File: src/rtl/bfifo_pkg.sv
package bfifo_pkg;
  localparam int unsigned BFIFO_DW = 8;

  typedef struct packed {
    logic                push;
    logic                pop;
    logic [BFIFO_DW-1:0] data;
  } bfifo_req_t;

  typedef enum logic [1:0] {
    SRC_NONE = 2'd0,
    SRC_HOST = 2'd1,
    SRC_ENG  = 2'd2
  } bfifo_src_t;
endpackage

File: src/rtl/bfifo_arb.sv
module bfifo_arb
  import bfifo_pkg::*;
(
  input  logic       clk,
  input  logic       rst_n,
  input  bfifo_req_t host_req,
  input  bfifo_req_t eng_req,
  input  logic       eng_own,
  input  logic       flush,
  input  logic       ovf_set,
  input  logic [1:0] err_clr,
  output bfifo_req_t sel_req,
  output bfifo_src_t sel_src,
  output logic       ovf_err,
  output logic       wr_err
);
  logic eng_act;
  logic wr_set;
  logic ovf_q, ovf_d, ovf_en;
  logic wre_q, wre_d, wre_en;

  // port selection: flush drops everything, engine beats host
  always_comb begin
    eng_act = eng_req.push | eng_req.pop;
    sel_req = '0;
    sel_src = SRC_NONE;
    wr_set  = 1'b0;
    if (flush) begin
      sel_req = '0;
    end else if (eng_act) begin
      sel_req = eng_req;
      sel_src = SRC_ENG;
      wr_set  = host_req.push;
    end else if (eng_own) begin
      wr_set  = host_req.push;
    end else if (host_req.push | host_req.pop) begin
      sel_req = host_req;
      sel_src = SRC_HOST;
    end
  end

  // sticky error bits, raise beats clear
  always_comb begin
    ovf_en = ovf_set | err_clr[0];
    ovf_d  = ovf_set;
    wre_en = wr_set | err_clr[1];
    wre_d  = wr_set;
  end

  always_ff @(posedge clk or negedge rst_n) begin
    if (!rst_n) begin
      ovf_q <= 1'b0;
      wre_q <= 1'b0;
    end else begin
      if (ovf_en) ovf_q <= ovf_d;
      if (wre_en) wre_q <= wre_d;
    end
  end

  assign ovf_err = ovf_q;
  assign wr_err  = wre_q;
endmodule

File: src/rtl/bfifo_store.sv
module bfifo_store
  import bfifo_pkg::*;
#(
  parameter int unsigned DEPTH = 64,
  localparam int unsigned AW   = $clog2(DEPTH),
  localparam int unsigned CW   = $clog2(DEPTH + 1)
) (
  input  logic                clk,
  input  logic                rst_n,
  input  logic                flush,
  input  bfifo_req_t          req,
  input  bfifo_src_t          src,
  output logic [CW-1:0]       count,
  output logic [BFIFO_DW-1:0] host_rdata,
  output logic [BFIFO_DW-1:0] eng_rdata,
  output logic                ovf_set
);
  logic [BFIFO_DW-1:0] mem_q [DEPTH];
  logic [AW-1:0]       wr_ptr_q, wr_ptr_d;
  logic [AW-1:0]       rd_ptr_q, rd_ptr_d;
  logic [CW-1:0]       cnt_q, cnt_d;
  logic [BFIFO_DW-1:0] hrd_q, erd_q, pop_byte;
  logic                full, empty, do_push, do_pop;
  logic                cnt_en, hrd_en, erd_en;

  always_comb begin
    full     = (cnt_q == CW'(DEPTH));
    empty    = (cnt_q == '0);
    do_push  = req.push & ~full;
    do_pop   = req.pop & ~empty;
    ovf_set  = req.push & full;
    pop_byte = empty ? '0 : mem_q[rd_ptr_q];
    cnt_en   = flush | do_push | do_pop;
    if (flush) begin
      wr_ptr_d = '0;
      rd_ptr_d = '0;
      cnt_d    = '0;
    end else begin
      wr_ptr_d = do_push ? wr_ptr_q + AW'(1) : wr_ptr_q;
      rd_ptr_d = do_pop  ? rd_ptr_q + AW'(1) : rd_ptr_q;
      cnt_d    = cnt_q + CW'(do_push) - CW'(do_pop);
    end
    hrd_en = req.pop & (src == SRC_HOST);
    erd_en = req.pop & (src == SRC_ENG);
  end

  always_ff @(posedge clk) begin
    if (do_push) mem_q[wr_ptr_q] <= req.data;
  end

  always_ff @(posedge clk or negedge rst_n) begin
    if (!rst_n) begin
      wr_ptr_q <= '0;
      rd_ptr_q <= '0;
      cnt_q    <= '0;
      hrd_q    <= '0;
      erd_q    <= '0;
    end else begin
      if (cnt_en) begin
        wr_ptr_q <= wr_ptr_d;
        rd_ptr_q <= rd_ptr_d;
        cnt_q    <= cnt_d;
      end
      if (hrd_en) hrd_q <= pop_byte;
      if (erd_en) erd_q <= pop_byte;
    end
  end

  assign count      = cnt_q;
  assign host_rdata = hrd_q;
  assign eng_rdata  = erd_q;
endmodule

File: src/rtl/bfifo_alert.sv
module bfifo_alert #(
  parameter int unsigned DEPTH  = 64,
  parameter int unsigned RST_WL = 8,
  localparam int unsigned AW    = $clog2(DEPTH),
  localparam int unsigned CW    = $clog2(DEPTH + 1),
  localparam int unsigned NALRT = 2,
  localparam logic [NALRT-1:0] RST_ALRT =
    {(DEPTH <= RST_WL) ? 1'b1 : 1'b0, 1'b1}
) (
  input  logic             clk,
  input  logic             rst_n,
  input  logic [CW-1:0]    count,
  input  logic             wl_wr,
  input  logic [AW-1:0]    wl_wdata,
  input  logic [NALRT-1:0] irq_clr,
  output logic [NALRT-1:0] alert,
  output logic [NALRT-1:0] irq
);
  logic [AW-1:0] wl_q;
  logic [CW-1:0] room;

  always_ff @(posedge clk or negedge rst_n) begin
    if (!rst_n)     wl_q <= AW'(RST_WL);
    else if (wl_wr) wl_q <= wl_wdata;
  end

  always_comb begin
    room     = CW'(DEPTH) - count;
    alert[0] = count <= CW'(wl_q);
    alert[1] = room  <= CW'(wl_q);
  end

  for (genvar g = 0; g < NALRT; g++) begin : g_irq
    logic prev_q, irq_q, irq_d, irq_en, rise;
    always_comb begin
      rise   = alert[g] & ~prev_q;
      irq_en = rise | irq_clr[g];
      irq_d  = rise;
    end
    always_ff @(posedge clk or negedge rst_n) begin
      if (!rst_n) begin
        prev_q <= RST_ALRT[g];
        irq_q  <= 1'b0;
      end else begin
        prev_q <= alert[g];
        if (irq_en) irq_q <= irq_d;
      end
    end
    assign irq[g] = irq_q;
  end
endmodule

File: src/rtl/byte_fifo_wm.sv
module byte_fifo_wm
  import bfifo_pkg::*;
#(
  parameter int unsigned DEPTH  = 64,
  parameter int unsigned RST_WL = 8,
  localparam int unsigned AW    = $clog2(DEPTH),
  localparam int unsigned CW    = $clog2(DEPTH + 1)
) (
  input  logic                clk,
  input  logic                rst_n,
  input  logic                host_push,
  input  logic                host_pop,
  input  logic [BFIFO_DW-1:0] host_wdata,
  output logic [BFIFO_DW-1:0] host_rdata,
  input  logic                eng_push,
  input  logic                eng_pop,
  input  logic [BFIFO_DW-1:0] eng_wdata,
  output logic [BFIFO_DW-1:0] eng_rdata,
  input  logic                eng_own,
  input  logic                lvl_wr,
  input  logic                lvl_wr_flush,
  output logic [CW:0]         level_rd,
  input  logic                wl_wr,
  input  logic [AW-1:0]       wl_wdata,
  output logic                lo_alert,
  output logic                hi_alert,
  input  logic [1:0]          irq_clr,
  output logic                lo_irq,
  output logic                hi_irq,
  input  logic [1:0]          err_clr,
  output logic                ovf_err,
  output logic                wr_err
);
  bfifo_req_t    host_req, eng_req, sel_req;
  bfifo_src_t    sel_src;
  logic          flush, ovf_set;
  logic [CW-1:0] count;
  logic [1:0]    alert, irq;

  assign flush    = lvl_wr & lvl_wr_flush;
  assign host_req = '{push: host_push, pop: host_pop, data: host_wdata};
  assign eng_req  = '{push: eng_push,  pop: eng_pop,  data: eng_wdata};

  bfifo_arb u_arb (
    .clk      (clk),
    .rst_n    (rst_n),
    .host_req (host_req),
    .eng_req  (eng_req),
    .eng_own  (eng_own),
    .flush    (flush),
    .ovf_set  (ovf_set),
    .err_clr  (err_clr),
    .sel_req  (sel_req),
    .sel_src  (sel_src),
    .ovf_err  (ovf_err),
    .wr_err   (wr_err)
  );

  bfifo_store #(.DEPTH(DEPTH)) u_store (
    .clk        (clk),
    .rst_n      (rst_n),
    .flush      (flush),
    .req        (sel_req),
    .src        (sel_src),
    .count      (count),
    .host_rdata (host_rdata),
    .eng_rdata  (eng_rdata),
    .ovf_set    (ovf_set)
  );

  bfifo_alert #(.DEPTH(DEPTH), .RST_WL(RST_WL)) u_alert (
    .clk      (clk),
    .rst_n    (rst_n),
    .count    (count),
    .wl_wr    (wl_wr),
    .wl_wdata (wl_wdata),
    .irq_clr  (irq_clr),
    .alert    (alert),
    .irq      (irq)
  );

  assign level_rd = {1'b0, count};
  assign lo_alert = alert[0];
  assign hi_alert = alert[1];
  assign lo_irq   = irq[0];
  assign hi_irq   = irq[1];
endmodule

File: config.mk
export PLATFORM = sky130hd
export DESIGN_NAME = byte_fifo_wm
export DESIGN_NICKNAME = d
export VERILOG_FILES = /design/src/rtl/bfifo_pkg.sv /design/src/rtl/bfifo_arb.sv /design/src/rtl/bfifo_store.sv /design/src/rtl/bfifo_alert.sv /design/src/rtl/byte_fifo_wm.sv
export SDC_FILE = /design/constraint.sdc
export NUM_CORES = 1
export LEC_CHECK = 0
export BUFFER_PORTS_ARGS = -buffer_cell sky130_fd_sc_hd__buf_2
export CORE_MARGIN = 5
export CORE_UTILIZATION = 40
export DETAILED_ROUTE_END_ITERATION = 8
export PLACE_DENSITY = 0.6
export SLEW_MARGIN = 5
export SYNTH_ARGS = -nofsm -noshare
export SYNTH_HDL_FRONTEND = slang
export SYNTH_SLANG_ARGS = --single-unit
export TNS_END_PERCENT = 100
File: constraint.sdc
create_clock -name clk -period 7 [get_ports clk]
set_clock_uncertainty 0.2 [all_clocks]
set_input_delay 0.7 -clock clk [delete_from_list [all_inputs] [get_ports clk]]
set_output_delay 0.7 -clock clk [all_outputs]
set_load 0.1 [all_outputs]
==> flow_summary.ini, run 1 <==
[status]
outcome = complete, no violations

[sta]
rsz_0062_raised_after_global_routing = false
fmaxAchievable_mhz = 210
tns_ps = 0
period_share_pct = 67.9
worst_slew_margin_rel_pct = 16.7
worst-slew-pin-transition_ps = 1250
finalHoldViolCount = 0
fin_crit_ps = 4750
setup_viol = 0
maxSlewViolCount = 0

[clock_tree]
post_cts_resized = 0
worstSkewPairLatency_ps = 610
holdBufCountCts = 0
cts_tree = yes
cts-htree-levels = 2
clk_pin_slew_worst_paths_ps = 70
clock-sinks = 559
clockBufferDepth = 3
post_cts_setup_driven_buffer_insertion_count = 0
cts_made_buffers = 54
root_buffer = clkbuf_16

[route]
detail_route.wl_per_cell_um = 25.8
dr_vias = 12100
first_pass_iters = 5
route.final.wire_length_mm = 56.0
drt_first_iter_violations = 1388
drtAntennaViolNets = 0
drt-vias-per-instance = 5.57
drc = 0

[finish]
nets = 1433
total_inserted_antenna_cells = 0
drive_above_1_share_pct = 19.7
utilization_pct = 45.4
areaGrowthSynthToFinish_pct = 12.1
finish.instance_area_um2 = 25700
stdcell_count = 2170

[synth]
cell_type_with_the_highest_aggregate_area_in_the_netlist = edfxtp_1
yosysTopAreaCellShare_pct = 67.1
yosys_register_bits = 559
async_reset_ff_share_pct = 8.41
synth_flop_cell = edfxtp_1
post_synth.cell_area_avg_um2 = 17.6
yosysSeqAreaShare_pct = 72.3
syn_nets = 1364
synth_enable_flop_cells = 512
ys_top_cells_by_area = edfxtp_1 (67%), mux4_2 (8.5%), dfrtp_1 (4.9%)
netlist_instances = 1302
netlist-cell-type-count = 65
syn-cell-area_um2 = 22900
synthesis.yosys.warnings = 0

[power]
power.total_mw = 9.71
vdd_ir_max_mv = 0.441
powerDensity_nw_per_um2 = 378
p_leak_nw = 8.54

[place]
place.detailed.hpwl_mm = 33.5
count_of_port_buffers_added_during_placement = 64
place_inst = 2071
gp_congestion = 0.833
place_area_um2 = 23900

[grt]
globalRouteOverflowTotal = 0
grtUsageTotal_pct = 17.8
first_pass_grt_wire_length_mm = 83.0
grt_antenna_before_repair = 0
largest_net_degree_at_the_start_of_global_routing = 71
first_global_vias = 12300

[worst_setup_path]
timing.critical_path.required_ps = 7280
critPathMaxFanout = 11
endpoint_type_of_the_worst_setup_path = flop
critPathKind = reg2reg
critical_path.startpoint_type = flop
cp_data_arrival_time_ps = 5030

[floorplan]
std_cell_rows = 87
vertical_die_dimension_um = 249
design.die.area_um2 = 62200
core_region_area_um2 = 56600
boundaryPins = 66
initial_core_util_pct = 40.5
die_w_um = 249

[worst_hold_path]
hp-class = in2async

[job]
max_cap_viol_count = 0
[synthesized netlist by cell type, types with 3 or more instances]
master	count
edfxtp_1	512
nor2_1	104
mux2i_1	88
nand2_1	88
mux4_2	86
dfrtp_1	45
clkbuf_1	30
ha_1	25
inv_1	24
o21ai_0	22
nand3_1	21
a21oi_1	20
o221ai_1	15
o22ai_1	15
a211oi_1	14
buf_2	14
xnor2_1	12
buf_6	11
a22oi_1	9
a31oi_1	8
nor2b_1	8
o21ai_1	8
mux4_1	7
nor4_1	7
o211ai_1	7
a2111oi_2	6
buf_1	6
buf_4	6
o21a_1	6
mux2_2	5
nand3b_1	5
o31ai_1	5
xor2_1	5
buf_12	4
nor3_1	4
a22o_1	3
nand2b_1	3
nand4_1	3
nand4b_1	3
[final timing paths]
check | startpoint | endpoint | slack (ps) | cells after the start
setup / recovery | u_store.count[1]$_DFFE_PN0N_ | u_store.count[6]$_DFFE_PN0N_ | 2250 | 16
hold / removal | rst_n | u_alert.wl_q[2]$_DFFE_PN0P_ | 2 | 2
setup reg to reg | u_store.count[1]$_DFFE_PN0N_ | u_store.count[6]$_DFFE_PN0N_ | 2250 | 16
hold reg to reg | u_store.eng_rdata[0]$_DFFE_PN0P_ | u_store.eng_rdata[0]$_DFFE_PN0P_ | 280 | 2
max in group asynchronous | rst_n | u_store.rd_ptr_q[2]$_DFFE_PN0P_ | 6080 | 2
min in group clk | irq_clr[0] | u_alert.g_irq[0].irq_q$_DFFE_PN0P_ | 80 | 2
[cells by family after synthesis]
logic type,count (synthesis),share of synthesized area [%]
xor gates and xnor gates,17,0.650
muxes,186,13.3
adders and majority gates,26,1.45
and+or+nand+nor,261,5.01
AOI/OAI and AO/OA,154,4.75
DFF,559,72.3
other,1,0.0164
buffers and inverters,98,2.52
[state kept, by name, indices dropped and copies added, names as in the netlist]
signal and cells:
u_store.mem_q 512, u_store.eng_rdata 8, u_store.host_rdata 8, u_store.count 7, u_alert.wl_q 6, u_store.rd_ptr_q 6
u_store.wr_ptr_q 6, u_alert.g_irq.irq_q 2, u_alert.g_irq.prev_q 2, u_arb.ovf_err 1, u_arb.wr_err 1
[layout make-up]
| cell class | count | area (um2) |
|---|---|---|
| Fill cell | 4869 | 30900 |
| Sequential cell | 559 | 16600 |
| Multi-Input combinational cell | 645 | 5840 |
| Clock buffer | 65 | 1390 |
| Tap cell | 756 | 946 |
| Timing Repair Buffer | 86 | 498 |
| Clock inverter | 34 | 352 |
| Inverter | 25 | 93.8 |
[routing by layer]
metal  track usage, %  share of wire (%)  vias up
li1                 -                  -     5300
met1             25.0                 43     6244
met2             28.2                 47      455
met3             4.03                7.4       88
met4             4.78                2.4        0
met5                0                  0        -
[critical path, cell delays in order (launching register included)]
cell and delay (ps):
dfrtp_1 430, inv_1 170, ha_1 230, nand3_1 210, nor2_1 920, nor2_2 270, ha_1 370, inv_1 40
ha_1 200, fa_1 430, nor2b_1 150, o21a_1 180, o21bai_1 130, a21oi_1 90, or4_1 400, o2111ai_1 120
o31ai_1 100
[report_power, final]
group / internal [mW] / leakage [nW] / total [mW] / switching, mW
combinational: 0.905 / 2.44 / 2.76 / 1.86
clock: 1.67 / 0.855 / 2.91 / 1.23
sequential: 3.83 / 5.25 / 4.05 / 0.221
[placed cells by master (no fill, tap or decap), types with 8 or more instances in the layout]
cell type and n:
a211oi_1 14, a21oi_1 20, a22oi_1 9, a31oi_1 8, buf_2 64, buf_4 21
clkbuf_1 11, clkbuf_16 54, clkinv_1 13, clkinv_2 11, dfrtp_1 41, edfxtp_1 512
ha_1 25, inv_1 24, mux2i_1 88, mux4_2 86, nand2_1 88, nand3_1 21
nor2_1 96, nor2_4 9, nor2b_1 8, o21ai_0 22, o21ai_1 8, o221ai_1 15
o22ai_1 15, xnor2_1 12
[per-stage QoR]
step,hold WS [ps],setup WS [ps]
global route,61.5,2050
floorplan,204,2120
finish,2.21,2250
detailed placement,271,2000
global placement,264,2220
CTS,11.5,2340
Note: power is estimated with default switching activity, not from simulation.
==> inputs of run 2 (changes only) <==
==> constraint.sdc (replaced) <==
create_clock -name clk -period 4.4 [get_ports clk]
set_clock_uncertainty 0.2 [all_clocks]
set_input_delay 0.44 -clock clk [delete_from_list [all_inputs] [get_ports clk]]
set_output_delay 0.44 -clock clk [all_outputs]
set_load 0.1 [all_outputs]
==> flow_summary.ini, run 2 (synthesis results as in run 1) <==
[sta]
period_share_pct = 86.2
rsz_0062_raised_after_global_routing = false
tns_ps = 0
finalHoldViolCount = 0
setup_viol = 0
finalWorstSetupSlack_ps = 609
worst_slew_margin_rel_pct = 26.9
fin_crit_ps = 3790
fmaxAchievable_mhz = 264
maxSlewViolCount = 0
worst-slew-pin-transition_ps = 1090

[worst_setup_path]
timing.critical_path.required_ps = 4670
critical_path.max_stage_delay_ps = 430
critPathSlowestCell = fa_1
endpoint_type_of_the_worst_setup_path = flop
cell_family_contributing_the_most_delay_on_the_critical_path = adder cells
path_cells = inv_1 -> ha_1 -> nand3_1 -> nor2_1 -> nor2_2 -> ha_1 -> inv_1 -> ha_1 -> fa_1 -> nor2b_1 -> o21a_1 -> o21bai_1 -> a21oi_1 -> or4_1 -> o2111ai_1 -> o31ai_1
critPathMaxFanout = 5
critical_path.startpoint_type = flop
critical-path-top-cell-by-count = ha_1
critical_path.n_buffers_inverters = 2
critPathKind = reg2reg
cp_data_arrival_time_ps = 4060

[place]
count_of_port_buffers_added_during_placement = 64
preCtsSetupSlack_ps = 649
place.detailed.hpwl_mm = 33.4
gp_congestion = 0.831

[clock_tree]
clk_pin_slew_worst_paths_ps = 60
cts_tree = yes
root_buffer = clkbuf_16
cts-htree-levels = 2
post_cts_resized = 0
post_cts_setup_driven_buffer_insertion_count = 0
holdBufCountCts = 21
cts_made_buffers = 55
clock-sinks = 559
worstSkewPairLatency_ps = 610
clockBufferDepth = 3

[finish]
drive_above_1_share_pct = 22.3
largest_register_ffs = 512
final_cell_mix = edfxtp_1 (512), nor2_1 (96), nand2_1 (88), mux2i_1 (88), mux4_2 (86)
multi_input_comb_area_um2 = 5840
areaGrowthSynthToFinish_pct = 14.8
layout_commonest_cell = edfxtp_1
final-seq-area_um2 = 16600
num-fill-cells = 4838
biggest_register = u_store.mem_q
nets = 1498
total_inserted_antenna_cells = 0

[route]
dr_vias = 12300
detail_route.wl_per_cell_um = 24.3
drc = 0
drt-vias-per-instance = 5.51
route.final.wire_length_mm = 54.4
drt_first_iter_violations = 979
drtAntennaViolNets = 0
first_pass_iters = 5

[grt]
globalRouteOverflowTotal = 0
largest_net_degree_at_the_start_of_global_routing = 66
first_global_vias = 12400
gr-usage-met3_pct = 3.11
grtUsageTotal_pct = 17.2
globalRouteMet1Util_pct = 24.5
first_pass_grt_wire_length_mm = 81.9
grt.met2_usage_pct = 27.8
grt_most_used_layer = met2
grt_antenna_before_repair = 2

[power]
powerDensity_nw_per_um2 = 591
vdd_ir_max_mv = 0.660
p_leak_nw = 8.88

[worst_hold_path]
hp-class = in2reg

[floorplan]
initial_core_util_pct = 40.5
boundaryPins = 66
std_cell_rows = 87
core_region_area_um2 = 56600
die_w_um = 249
vertical_die_dimension_um = 249
design.die.area_um2 = 62200

[job]
max_cap_viol_count = 0

[status]
outcome = complete, no violations
-- run 2: changes by cell type in the layout (fill, tap and decap cells not counted), moves of 2 or more --
cell           before  now
clkbuf_1           11    4
buf_4              21   62
clkinv_2           11   14
dlygate4sd3_1       0   21
buf_12              1    3
clkinv_1           13   16
inv_6               2    0
clkinvlp_4          1    4
-- run 2: final timing paths --
kind                                                          to                              from  cells past startpoint  slack, ps
worst max-delay path                u_store.count[6]$_DFFE_PN0N_      u_store.count[1]$_DFFE_PN0N_                     16        610
worst min-delay path                 u_alert.wl_q[0]$_DFFE_PN0P_                             wl_wr                      2         50
worst max register to register      u_store.count[6]$_DFFE_PN0N_      u_store.count[1]$_DFFE_PN0N_                     16        610
worst min register to register  u_store.eng_rdata[3]$_DFFE_PN0P_  u_store.eng_rdata[3]$_DFFE_PN0P_                      2        290
max in group asynchronous        u_store.rd_ptr_q[2]$_DFFE_PN0P_                             rst_n                      3       3160
min in group asynchronous            u_alert.wl_q[0]$_DFFE_PN0P_                             rst_n                      3        300
-- run 2: power by group --
group,internal [mW],leakage (nW),switching [mW]
logic,1.51,2.76,2.95
registers,6.09,5.25,0.301
clock network,2.70,0.878,1.99
total,10.3,8.88,5.24
-- run 2: layout make-up --
class | count | area share (%)
sequential | 559 | 63.0
multi-input combinational | 645 | 22.2
clock buffer | 59 | 5.29
timing repair buffer | 150 | 4.02
tap | 756 | 3.60
clock inverter | 43 | 1.55
inverter | 25 | 0.357
-- run 2: stage by stage --
stage | instance area (um2) | total power, mW | hold WS (ps) | std cells | utilization, %
6_report | 26300 | 15.5 | 53.5 | 2237 | 46.5
2_1_floorplan | 22900 | 9.86 | -55.6 | 1302 | -
3_5_place_dp | 24300 | 11.0 | 274 | 2114 | 42.9
5_1_grt | 26300 | 16.2 | 62.7 | 2237 | 46.5
4_1_cts | 26300 | 15.7 | 13.5 | 2237 | 46.5
3_3_place_gp | 24300 | 10.9 | 268 | 2114 | 42.9
-- run 2: worst register-to-register path, stage by stage, from the launching register on --
cell,delay (ps)
dfrtp_1,420
inv_1,170
ha_1,240
nand3_1,210
nor2_1,240
nor2_2,80
ha_1,280
inv_1,40
ha_1,200
fa_1,430
nor2b_1,150
o21a_1,180
o21bai_1,140
a21oi_1,100
or4_1,400
o2111ai_1,110
o31ai_1,90
-- run 2: layer usage --
layer	up-vias	part of all wire [%]
met5	-	0
met4	0	2.2
met3	85	6.8
met2	425	48
met1	6386	43
li1	5432	-
==> inputs of run 3 (changes only) <==
--- a/config.mk
+++ b/config.mk
@@ -8,6 +8,7 @@
 export BUFFER_PORTS_ARGS = -buffer_cell sky130_fd_sc_hd__buf_2
 export CORE_MARGIN = 5
 export CORE_UTILIZATION = 40
+export CTS_BUF_LIST = sky130_fd_sc_hd__clkbuf_4
 export DETAILED_ROUTE_END_ITERATION = 8
 export PLACE_DENSITY = 0.6
 export SLEW_MARGIN = 5
==> flow_summary.ini, run 3 (synthesis results as in run 1) <==
[status]
outcome = complete, no violations

[route]
drtAntennaViolNets = 0
dr_vias = 12900
drt_first_iter_violations = 1076
routed-wl-met2_mm = 26.7
detail_route.wl_per_cell_um = 23.1
drc = 0
first_pass_iters = 5
wl_met3_mm = 4.16
route.final.wire_length_mm = 55.2
met1Wirelength_mm = 23.3
drt-vias-per-instance = 5.39
highest-signal-layer = met5

[sta]
final.hold.worst_slack_ps = 51.3
worst-slew-pin-transition_ps = 1080
maxSlewViolCount = 0
rsz_0062_raised_after_global_routing = false
finalHoldViolCount = 0
tns_ps = 0
fin_crit_ps = 3970
worst_slew_margin_rel_pct = 27.8
setup_viol = 0
period_share_pct = 90.2
fmaxAchievable_mhz = 252

[power]
power.total_mw = 15.1
powerDensity_nw_per_um2 = 573
p_leak_nw = 9.06
vdd_ir_max_mv = 0.714

[clock_tree]
cts_tree = yes
root_buffer = clkbuf_4
clock-sinks = 559
post_cts_resized = 0
clk_pin_slew_worst_paths_ps = 60
post_cts_setup_driven_buffer_insertion_count = 0
cts_made_buffers = 139
clockBufferDepth = 3
cts-htree-levels = 4
holdBufCountCts = 29
worstSkewPairLatency_ps = 850

[worst_setup_path]
worstSetupStartpoint = u_store.count[1]$_DFFE_PN0N_
critical_path.max_stage_delay_ps = 460
critical_path.startpoint_type = flop
critPathSlowestCell = buf_2
worst-r2r-setup-slack_ps = 600
regToRegEndpoint = u_store.count[6]$_DFFE_PN0N_
critPathMaxFanout = 5
cell_family_contributing_the_most_delay_on_the_critical_path = compound AO/OA/AOI/OAI gates
critical_path.reg2reg.startpoint = u_store.count[1]$_DFFE_PN0N_
r2r.worst_path.cells = 16
endpoint_type_of_the_worst_setup_path = output port
critPathKind = reg2out
critical_path_cell_count = 10
cp_data_arrival_time_ps = 3330
critical_path.n_buffers_inverters = 2
worst_setup_path_endpoint = hi_alert
timing.critical_path.required_ps = 3760
path_cells = inv_1 -> ha_1 -> ha_1 -> nor2b_1 -> o21a_1 -> o21a_1 -> o21ai_0 -> nand2_1 -> a21oi_2 -> buf_2

[grt]
largest_net_degree_at_the_start_of_global_routing = 66
grtUsageTotal_pct = 17.5
globalRouteOverflowTotal = 0
first_global_vias = 13200
grt_antenna_before_repair = 2
first_pass_grt_wire_length_mm = 83.1

[place]
place.detailed.hpwl_mm = 33.4
gp_congestion = 0.831
place_inst = 2114
count_of_port_buffers_added_during_placement = 64

[floorplan]
die_w_um = 249
design.die.area_um2 = 62200
std_cell_rows = 87
boundaryPins = 66
core_region_area_um2 = 56600
vertical_die_dimension_um = 249
initial_core_util_pct = 40.5

[finish]
drive_above_1_share_pct = 28.6
utilization_pct = 46.5
final_cell_mix = edfxtp_1 (512), clkbuf_4 (206), nor2_1 (96), nand2_1 (88), mux2i_1 (88)
stdcell_count = 2389
nets = 1590
areaGrowthSynthToFinish_pct = 14.9
layout_commonest_cell = edfxtp_1
biggest_register = u_store.mem_q
largest_register_ffs = 512

[job]
max_cap_viol_count = 0

[worst_hold_path]
hp-class = in2async
==> run 3: changes by cell type in the layout (fill, tap and decap cells not counted), sizes merged <==
cell         delta
clkinv          -3
diode           +2
inv             +3
clkinvlp        +1
bufinv          -6
dlygate4sd3     +8
clkbuf        +147
==> run 3: cell type report <==
type                    count  area [um2]
inverters                  25        93.8
multi-input cells         645        5840
diodes                      2        5.00
flip-flops and latches    559       16600
clock buffers             206        1550
repair buffers            158        1140
well taps                 756         946
clock inverters            38         196
fillers                  4897       30300
==> run 3: per-stage QoR <==
step	cell area (um2)	setup WS [ps]
2_1_floorplan	22900	159
3_3_place_gp	24300	739
3_5_place_dp	24300	649
4_1_cts	26300	349
5_1_grt	26300	218
6_report	26300	433
==> run 3: worst min-delay path, cell delays in order <==
cell,delay (ps)
dlygate4sd3_1,520
buf_2,100
buf_4,520
==> run 3: metal layers <==
metal	GRT usage [%]	vias to the layer above
li1	-	5718
met1	23.7	6625
met2	27.9	457
met3	5.37	76
met4	4.92	2
met5	0	-
==> run 3: worst min path at each step <==
stage / from / to / cells after the start
floorplan: rst_n / u_alert.g_irq[0].irq_q$_DFFE_PN0P_ / 0
global placement: u_store.eng_rdata[0]$_DFFE_PN0P_ / u_store.eng_rdata[0]$_DFFE_PN0P_ / 2
detailed placement: u_store.eng_rdata[3]$_DFFE_PN0P_ / u_store.eng_rdata[3]$_DFFE_PN0P_ / 2
CTS: eng_own / u_store.host_rdata[1]$_DFFE_PN0P_ / 5
global route: eng_push / u_arb.ovf_err$_DFFE_PN0P_ / 3
finish: rst_n / u_alert.wl_q[0]$_DFFE_PN0P_ / 3
==> run 3: power breakdown <==
part           switching (mW)  internal, mW
logic                    2.95          1.51
registers               0.302          6.09
clock network            2.03          2.21
